===== src/rtl/dcg_pkg.sv =====
package dcg_pkg;

    typedef enum logic [2:0] {
        CMD_DES = 3'd0,
        CMD_NOP = 3'd1,
        CMD_ACT = 3'd2,
        CMD_RD  = 3'd3,
        CMD_WR  = 3'd4,
        CMD_PRE = 3'd5,
        CMD_REF = 3'd6,
        CMD_MRS = 3'd7
    } cmd_e;

    // Lower code wins when several rules break at once.
    typedef enum logic [2:0] {
        RULE_NONE   = 3'd0,
        RULE_RFC    = 3'd1,
        RULE_MODE   = 3'd2,
        RULE_REFPRE = 3'd3,
        RULE_RRD_S  = 3'd4,
        RULE_RRD_L  = 3'd5,
        RULE_FAW    = 3'd6,
        RULE_CCD    = 3'd7
    } rule_e;

    typedef enum logic [1:0] {
        PH_READY       = 2'd0,
        PH_REF_RECOVER = 2'd1,
        PH_MRS_SETTLE  = 2'd2
    } phase_e;

endpackage


===== src/rtl/dcg_phase_fsm.sv =====
module dcg_phase_fsm
    import dcg_pkg::*;
#(
    parameter int TW = 8
) (
    input  logic          clk,
    input  logic          rst_n,
    input  cmd_e          cmd_i,
    input  logic [TW-1:0] t_rfc_i,
    input  logic [TW-1:0] t_mrd_i,
    input  logic [TW-1:0] t_mod_i,
    output logic          rfc_v_o,
    output logic          mode_v_o
);
    localparam logic [TW-1:0] SAT = '1;

    phase_e        state_q, state_d;
    logic [TW-1:0] cnt_q;
    logic          real_cmd;
    logic          evt;

    assign real_cmd = (cmd_i != CMD_DES) && (cmd_i != CMD_NOP);
    assign evt      = (cmd_i == CMD_REF) || (cmd_i == CMD_MRS);

    // state register
    always_ff @(posedge clk) begin
        if (!rst_n) state_q <= PH_READY;
        else        state_q <= state_d;
    end

    // elapsed cycles since the latest REF or MRS
    always_ff @(posedge clk) begin
        if (!rst_n)          cnt_q <= SAT;
        else if (evt)        cnt_q <= TW'(1);
        else if (cnt_q != SAT) cnt_q <= cnt_q + TW'(1);
    end

    // transitions
    always_comb begin
        state_d = state_q;
        if (cmd_i == CMD_REF) begin
            state_d = PH_REF_RECOVER;
        end else if (cmd_i == CMD_MRS) begin
            state_d = PH_MRS_SETTLE;
        end else begin
            unique case (state_q)
                PH_READY:       state_d = PH_READY;
                PH_REF_RECOVER: if (cnt_q >= t_rfc_i) state_d = PH_READY;
                PH_MRS_SETTLE:  if (cnt_q >= t_mrd_i && cnt_q >= t_mod_i) state_d = PH_READY;
                default:        state_d = PH_READY;
            endcase
        end
    end

    // outputs
    always_comb begin
        rfc_v_o  = 1'b0;
        mode_v_o = 1'b0;
        unique case (state_q)
            PH_READY: ;
            PH_REF_RECOVER: rfc_v_o = real_cmd && (cnt_q < t_rfc_i);
            PH_MRS_SETTLE: begin
                if (cmd_i == CMD_MRS) mode_v_o = cnt_q < t_mrd_i;
                else if (real_cmd)    mode_v_o = cnt_q < t_mod_i;
            end
            default: ;
        endcase
    end

    p_ref_enters_recover_r7: assert property (@(posedge clk) disable iff (!rst_n)
        (cmd_i == CMD_REF) |=> (state_q == PH_REF_RECOVER));

    p_mrs_enters_settle_r8: assert property (@(posedge clk) disable iff (!rst_n)
        (cmd_i == CMD_MRS) |=> (state_q == PH_MRS_SETTLE));

endmodule


===== src/rtl/dcg_group_spacing.sv =====
module dcg_group_spacing #(
    parameter int NG = 4,
    parameter int TW = 8,
    localparam int GW = (NG > 1) ? $clog2(NG) : 1
) (
    input  logic          clk,
    input  logic          rst_n,
    input  logic          hit_i,
    input  logic [GW-1:0] grp_i,
    input  logic [TW-1:0] lim_short_i,
    input  logic [TW-1:0] lim_long_i,
    output logic          short_o,
    output logic          long_o
);
    localparam logic [TW-1:0] SAT = '1;

    logic [TW-1:0] since_q [NG];
    logic [NG-1:0] near_other;

    for (genvar g = 0; g < NG; g++) begin : g_grp
        always_ff @(posedge clk) begin
            if (!rst_n)                           since_q[g] <= SAT;
            else if (hit_i && grp_i == GW'(g))    since_q[g] <= TW'(1);
            else if (since_q[g] != SAT)           since_q[g] <= since_q[g] + TW'(1);
        end
        assign near_other[g] = (grp_i != GW'(g)) && (since_q[g] < lim_short_i);
    end

    assign short_o = hit_i && (|near_other);
    assign long_o  = hit_i && (since_q[grp_i] < lim_long_i);

    p_fresh_group_is_near_r3: assert property (@(posedge clk) disable iff (!rst_n)
        (hit_i && lim_long_i > TW'(1)) |=> (since_q[$past(grp_i)] < lim_long_i));

endmodule


===== src/rtl/dcg_bank_state.sv =====
module dcg_bank_state
    import dcg_pkg::*;
#(
    parameter int NB = 16,
    parameter int TW = 8,
    localparam int BW = $clog2(NB)
) (
    input  logic          clk,
    input  logic          rst_n,
    input  cmd_e          cmd_i,
    input  logic [BW-1:0] bank_i,
    input  logic [TW-1:0] t_rp_i,
    output logic          idle_ok_o
);
    localparam logic [TW-1:0] SAT = '1;

    logic          open_q  [NB];
    logic [TW-1:0] since_q [NB];
    logic [NB-1:0] settled;

    for (genvar b = 0; b < NB; b++) begin : g_bank
        always_ff @(posedge clk) begin
            if (!rst_n) begin
                open_q[b]  <= 1'b0;
                since_q[b] <= SAT;
            end else if (cmd_i == CMD_ACT && bank_i == BW'(b)) begin
                open_q[b]  <= 1'b1;
            end else if (cmd_i == CMD_PRE && bank_i == BW'(b) && open_q[b]) begin
                open_q[b]  <= 1'b0;
                since_q[b] <= TW'(1);
            end else if (since_q[b] != SAT) begin
                since_q[b] <= since_q[b] + TW'(1);
            end
        end
        assign settled[b] = !open_q[b] && (since_q[b] >= t_rp_i);
    end

    assign idle_ok_o = &settled;

    p_act_blocks_ref_r6: assert property (@(posedge clk) disable iff (!rst_n)
        (cmd_i == CMD_ACT) |=> !idle_ok_o);

endmodule


===== src/rtl/dcg_act_window.sv =====
module dcg_act_window #(
    parameter int DEPTH = 4,
    parameter int SW    = 16,
    parameter int TW    = 8,
    localparam int PW   = (DEPTH > 1) ? $clog2(DEPTH) : 1
) (
    input  logic          clk,
    input  logic          rst_n,
    input  logic          act_i,
    input  logic [TW-1:0] t_faw_i,
    output logic          faw_v_o
);
    logic [SW-1:0]    now_q;
    logic [SW-1:0]    stamp_q [DEPTH];
    logic             vld_q   [DEPTH];
    logic [SW-1:0]    age     [DEPTH];
    logic [DEPTH-1:0] live;
    logic [DEPTH-1:0] vld_vec;
    logic [PW-1:0]    ptr_q;

    always_ff @(posedge clk) begin
        if (!rst_n) now_q <= '0;
        else        now_q <= now_q + SW'(1);
    end

    always_ff @(posedge clk) begin
        if (!rst_n)     ptr_q <= '0;
        else if (act_i) ptr_q <= (ptr_q == PW'(DEPTH - 1)) ? '0 : ptr_q + PW'(1);
    end

    for (genvar k = 0; k < DEPTH; k++) begin : g_slot
        assign age[k]     = now_q - stamp_q[k];
        assign live[k]    = vld_q[k] && (age[k] < SW'(t_faw_i));
        assign vld_vec[k] = vld_q[k];
        always_ff @(posedge clk) begin
            if (!rst_n) begin
                vld_q[k]   <= 1'b0;
                stamp_q[k] <= '0;
            end else if (act_i && ptr_q == PW'(k)) begin
                vld_q[k]   <= 1'b1;
                stamp_q[k] <= now_q;
            end else begin
                vld_q[k]   <= live[k];
            end
        end
    end

    assign faw_v_o = act_i && (&live);

    p_faw_logs_act_r4: assert property (@(posedge clk) disable iff (!rst_n)
        act_i |=> (vld_vec != '0));

endmodule


===== src/rtl/dram_cmd_guard.sv =====
module dram_cmd_guard
    import dcg_pkg::*;
#(
    parameter int NBG       = 4,
    parameter int NBPG      = 4,
    parameter int TW        = 8,
    parameter int STAMP_W   = 16,
    parameter int FAW_DEPTH = 4,
    localparam int BGW      = $clog2(NBG),
    localparam int BAW      = $clog2(NBPG),
    localparam int NB       = NBG * NBPG
) (
    input  logic           clk,
    input  logic           rst_n,
    input  logic [2:0]     cmd_i,
    input  logic [BGW-1:0] bg_i,
    input  logic [BAW-1:0] ba_i,
    input  logic [TW-1:0]  t_rrd_s,
    input  logic [TW-1:0]  t_rrd_l,
    input  logic [TW-1:0]  t_faw,
    input  logic [TW-1:0]  t_ccd_s,
    input  logic [TW-1:0]  t_ccd_l,
    input  logic [TW-1:0]  t_rp,
    input  logic [TW-1:0]  t_rfc,
    input  logic [TW-1:0]  t_mrd,
    input  logic [TW-1:0]  t_mod,
    output logic           viol_o,
    output logic [2:0]     rule_o
);
    cmd_e  cmd;
    rule_e code;
    logic  is_act, is_col;
    logic  rfc_v, mode_v, idle_ok;
    logic  rrd_s_v, rrd_l_v, ccd_s_v, ccd_l_v, faw_v;
    logic  viol_q;
    rule_e rule_q;

    assign cmd    = cmd_e'(cmd_i);
    assign is_act = (cmd == CMD_ACT);
    assign is_col = (cmd == CMD_RD) || (cmd == CMD_WR);

    dcg_phase_fsm #(.TW(TW)) u_phase (
        .clk(clk), .rst_n(rst_n), .cmd_i(cmd),
        .t_rfc_i(t_rfc), .t_mrd_i(t_mrd), .t_mod_i(t_mod),
        .rfc_v_o(rfc_v), .mode_v_o(mode_v)
    );

    dcg_bank_state #(.NB(NB), .TW(TW)) u_banks (
        .clk(clk), .rst_n(rst_n), .cmd_i(cmd),
        .bank_i({bg_i, ba_i}), .t_rp_i(t_rp), .idle_ok_o(idle_ok)
    );

    dcg_group_spacing #(.NG(NBG), .TW(TW)) u_row (
        .clk(clk), .rst_n(rst_n), .hit_i(is_act), .grp_i(bg_i),
        .lim_short_i(t_rrd_s), .lim_long_i(t_rrd_l),
        .short_o(rrd_s_v), .long_o(rrd_l_v)
    );

    dcg_group_spacing #(.NG(NBG), .TW(TW)) u_col (
        .clk(clk), .rst_n(rst_n), .hit_i(is_col), .grp_i(bg_i),
        .lim_short_i(t_ccd_s), .lim_long_i(t_ccd_l),
        .short_o(ccd_s_v), .long_o(ccd_l_v)
    );

    dcg_act_window #(.DEPTH(FAW_DEPTH), .SW(STAMP_W), .TW(TW)) u_faw (
        .clk(clk), .rst_n(rst_n), .act_i(is_act), .t_faw_i(t_faw),
        .faw_v_o(faw_v)
    );

    always_comb begin
        if (rfc_v)                             code = RULE_RFC;
        else if (mode_v)                       code = RULE_MODE;
        else if (cmd == CMD_REF && !idle_ok)   code = RULE_REFPRE;
        else if (rrd_s_v)                      code = RULE_RRD_S;
        else if (rrd_l_v)                      code = RULE_RRD_L;
        else if (faw_v)                        code = RULE_FAW;
        else if (ccd_s_v || ccd_l_v)           code = RULE_CCD;
        else                                   code = RULE_NONE;
    end

    always_ff @(posedge clk) begin
        if (!rst_n) begin
            viol_q <= 1'b0;
            rule_q <= RULE_NONE;
        end else begin
            viol_q <= (code != RULE_NONE);
            rule_q <= code;
        end
    end

    assign viol_o = viol_q;
    assign rule_o = rule_q;

    p_quiet_on_idle_cmd_r1: assert property (@(posedge clk) disable iff (!rst_n)
        viol_o |-> ($past(cmd_i) != 3'd0 && $past(cmd_i) != 3'd1));

    p_code_with_flag_r1: assert property (@(posedge clk) disable iff (!rst_n)
        viol_o == (rule_o != 3'd0));

endmodule


===== config.mk =====
export PLATFORM = sky130hd
export DESIGN_NAME = dram_cmd_guard
export DESIGN_NICKNAME = d
export VERILOG_FILES = /design/src/rtl/dcg_pkg.sv /design/src/rtl/dcg_phase_fsm.sv /design/src/rtl/dcg_group_spacing.sv /design/src/rtl/dcg_bank_state.sv /design/src/rtl/dcg_act_window.sv /design/src/rtl/dram_cmd_guard.sv
export SDC_FILE = /design/constraint.sdc
export NUM_CORES = 1
export LEC_CHECK = 0
export BUFFER_PORTS_ARGS = -buffer_cell sky130_fd_sc_hd__buf_4
export CAP_MARGIN = 15
export CORE_MARGIN = 5
export CORE_UTILIZATION = 50
export DETAILED_ROUTE_END_ITERATION = 10
export GPL_ROUTABILITY_DRIVEN = 1
export PLACE_DENSITY = 0.66
export SYNTH_ARGS = -nofsm -noshare
export SYNTH_HDL_FRONTEND = slang
export SYNTH_HIERARCHICAL = 1
export SYNTH_SLANG_ARGS = --single-unit

===== constraint.sdc =====
create_clock -name clk -period 10.1 [get_ports clk]
set_input_delay 2.02 -clock clk [delete_from_list [all_inputs] [get_ports clk]]
set_output_delay 2.02 -clock clk [all_outputs]
set_load 0.1 [all_outputs]

==> run summary <==
On the final layout, the worst clock skew is between 15 and 20 ps. The horizontal die dimension came out at 232 µm. The worst setup path is of the flop to flop kind. The cell depth of the worst flop-to-flop path came out at 19. The total of endpoints with negative setup slack in the final report is 0. The maximum number of pins on one net before global-route repair came out at 60. The path class of the tightest hold or removal check is flop to flop.

The synthesized design contains roughly 270 enable-type register cells. The arrival time of data at the critical path endpoint is 5750 ps. The number of antenna violations at the first check in global routing is 0. The number of global-route vias before repair was 19,273.

The number of setup buffers added after CTS is 0. The first global-routing pass estimated slightly below 100,000 µm of wire. The number of CTS-inserted buffers is 39.

The share of the core filled with cells is 0.559. For hold timing, the worst endpoint is u_banks/open_q[1][0]. The cell area after placement is approximately 0.026 mm². The post-synthesis cell count came out at 2,497.

The post-synthesis cell area came out at 0.0247 mm². After filler insertion, the fill cell instance count of the layout stands at approximately 4,300. The post-route minimum period is approximately 5300 ps.

In the final design database the tool counted 3,021 nets. In the global route stage, overall resource usage came out at 0.219. The highest net fanout along the worst path is 11. The setup slack on the worst flop-to-flop path came out at 4800 ps.

In this run the static leakage power is roughly 11 nW. The biggest area contributor in the post-synthesis netlist is edfxtp_1. The maximum root-to-sink buffer count is 3. The number of hold violations in the final report came to 0. The number of H-tree branching levels is 2.

In this run the tool buffered the top-level ports with between 80 and 90 buffer cells. Dividing total power by cell area gives a power density of between 100 and 150 mW/mm². The flow ran to the end, and the final reports show no timing, DRC or antenna violations. Using the TritonRoute via totals, the vias-per-cell ratio works out to ~5.9. The CTS sink count is 308.

The clock latency at the later pin of the worst-skew pair came out at 570 ps. The wire length reported by the detailed router is approximately 60,000 µm. The detailed-route via count is about 20,000. The number of pins with negative max-slew slack in the final report is 0. The summed area of non-filler cells in the final layout is 0.0274 mm².

Once detail routing completed, the nets flagged for antenna violations numbered 0. The tightest slew margin relative to the limit is 0.242. The placeable core area came out at ~0.049 mm². The top achievable clock speed is approximately 190 MHz. Of the cells placed in the final design, the portion with a size suffix greater than 1 is 0.104. After routing, the total negative slack on setup checks comes to 0 ps. The share of async-settable or async-resettable flops after synthesis came out at 0. The first detailed-routing pass ran for 5 iterations. The most used flip-flop cell after synthesis is edfxtp_1. The HPWL after detailed placement is roughly 44,000 µm. For this configuration, the core starts out at a cell density of 0.505. The detailed router's first-iteration violation count is 1,426. The root cell of the clock tree is clkbuf_16.

The antenna diode count came out at 0. Routability-driven placement finished with a final weighted congestion of 0.879. Ranked by instance count, the synthesized netlist is headed by 340 x ha_1, 274 x edfxtp_1, 202 x o21ai_0, 189 x inv_1, 148 x nand2_1. The number of different library cells in the post-synthesis netlist is 100. The clock edge transition at the registers on the reported setup and hold paths came out at ~60 ps. The worst setup path is captured at a flop. In this run the critical register-to-register path is captured at rule_o[0]. TritonCTS built the clock tree. The cell depth of the worst min-delay path came out at 2. The post-cts resize count came out at 0. The maximum vdd ir drop came out at about 180 µV. The vertical die dimension came out at 232 µm. The worst setup path is launched from a flop. The full die area came out at about 0.054 mm². The startpoint identified for the worst register-to-register timing path is u_faw/now_q[1]. The top cell type's share of synthesized area is 0.333.

The remaining global-route overflow came out at 0. The max-cap violation count came out at 0. The portion of the post-synthesis area used by sequential elements is 0.360. The average footprint of a synthesized cell came out at between 9 and 10 µm². Setup repair after global routing left no endpoint under its margin. The quantity of hold-fixing buffers added after cts came out at 0. Yosys instantiated no cell more often than ha_1. The I/O pin count is 85.

After detailed routing, the average wire length per cell comes to between 15 and 20 µm. Of the available clock period, the critical path in the final layout requires 0.525. The synthesized design contains 308 register bits. The startpoint identified for the worst hold timing path is u_banks/open_q[1][0]. After floorplanning, the core was divided into 81 placement rows. Ranked by total cell area, the synthesized netlist is headed by edfxtp_1 33%, ha_1 17%, o21ai_0 4.1%, xor2_1 3.7%, inv_1 2.9%. The total DRC errors in the routed layout came out at 0. At the worst endpoint, the required time is around 11,000 ps. The actual slew at the worst max-slew pin came out at between 1000 and 1500 ps. During synthesis, Yosys emitted a total of 6 warnings. The signed area change from the synthesized netlist to the final layout is 10.7%.
## worst max-delay path: stages, from the launching register on
cell and delay (ps):
dfxtp_1 570, inv_1 280, fa_1 520, nand2b_1 190, a21oi_1 240, o21ai_0 150, nor2b_1 160, xnor2_1 140
ha_1 190, nand2_1 70, nand4b_1 100, a221oi_1 230, nand2_1 70, or4_1 420, nor4_1 620, nand4bb_1 280
nor4_4 410, o21bai_1 180, a21oi_1 80, o311a_1 290
## final cells by class
type,instances,area [µm²],area share
clock inverter,21,176,0.00644
inverter,189,709,0.0259
sequential,308,8910,0.325
timing repair buffer,94,706,0.0258
tap,664,831,0.0303
multi-input combinational,1964,14900,0.545
clock buffer,51,1130,0.0411
## sequential cells by signal, indices dropped and copies added, names as in the netlist
register / flops
u_banks/since_q: 128
u_faw/stamp_q: 64
u_col/since_q: 32
u_row/since_q: 32
u_banks/open_q: 16
u_faw/now_q: 16
u_phase/cnt_q: 8
u_faw/vld_q: 4
rule_o: 3
u_faw/ptr_q: 2
u_phase/state_q: 2
viol_o: 1
## logic make-up (layout without fill, tap and decap cells)
family                     Yosys count  after routing  synth area share
and+or+nand+nor                    750            750             0.163
AOI/OAI and AO/OA                  659            659             0.181
adders and majority gates          344            344             0.175
DFF                                308            308             0.360
buffers and inverters              227            355            0.0371
xor gates and xnor gates           182            182            0.0644
muxes                               26             26            0.0190
other                                1              3          0.000152
## placed cells by master, fill, tap and decap left out, types with 25 or more instances in the layout
cell type,count
nand2b_1,27
inv_1,189
nand3_1,126
o21ai_0,202
o211ai_1,33
a211oi_1,27
o21a_1,35
a21o_1,26
nand2_1,148
xnor2_1,78
clkbuf_16,43
o21ai_1,46
dfxtp_1,34
buf_4,94
edfxtp_1,274
o2111ai_1,25
and2_1,82
a21oi_1,97
ha_1,340
xor2_1,104
nor2_1,106
nand4_1,34
nor2b_1,31
and3_1,55
nor3_1,26
## worst max path at each step
stage | end | cells past startpoint | startpoint | slack, ps
after global routing | rule_o[0] | 19 | u_faw/now_q[1] | 4390
after global placement | rule_o[0] | 14 | t_faw[4] | 4720
after CTS | rule_o[0] | 19 | u_faw/now_q[1] | 4890
after floorplan | rule_o[0] | 13 | t_faw[4] | 5340
after detailed placement | rule_o[0] | 14 | t_faw[4] | 4690
final | rule_o[0] | 19 | u_faw/now_q[1] | 4800
## routing by layer
metal,up-vias,share of wire,track usage
met1,9396,0.45,0.300
met2,495,0.47,0.365
met4,0,0.024,0.0572
met3,98,0.055,0.0355
li1,9552,-,-
met5,-,0,0
## power by group
group | total [mW] | internal (mW) | switching, mW
combinational | 0.951 | 0.433 | 0.519
clock | 1.41 | 0.842 | 0.570
sequential | 1.71 | 1.54 | 0.170
## metrics by stage
step                hold slack [ps]  instances  worst slack [ps]  power, mW
floorplan                       465       2499              5340       2.40
global placement                509       3219              4720       2.63
detailed placement              519       3219              4690       2.67
CTS                             529       3291              4890       4.11
global route                    555       3291              4390       4.32
finish                          533       3291              4800       4.07
(Power assumes the default switching activity.)
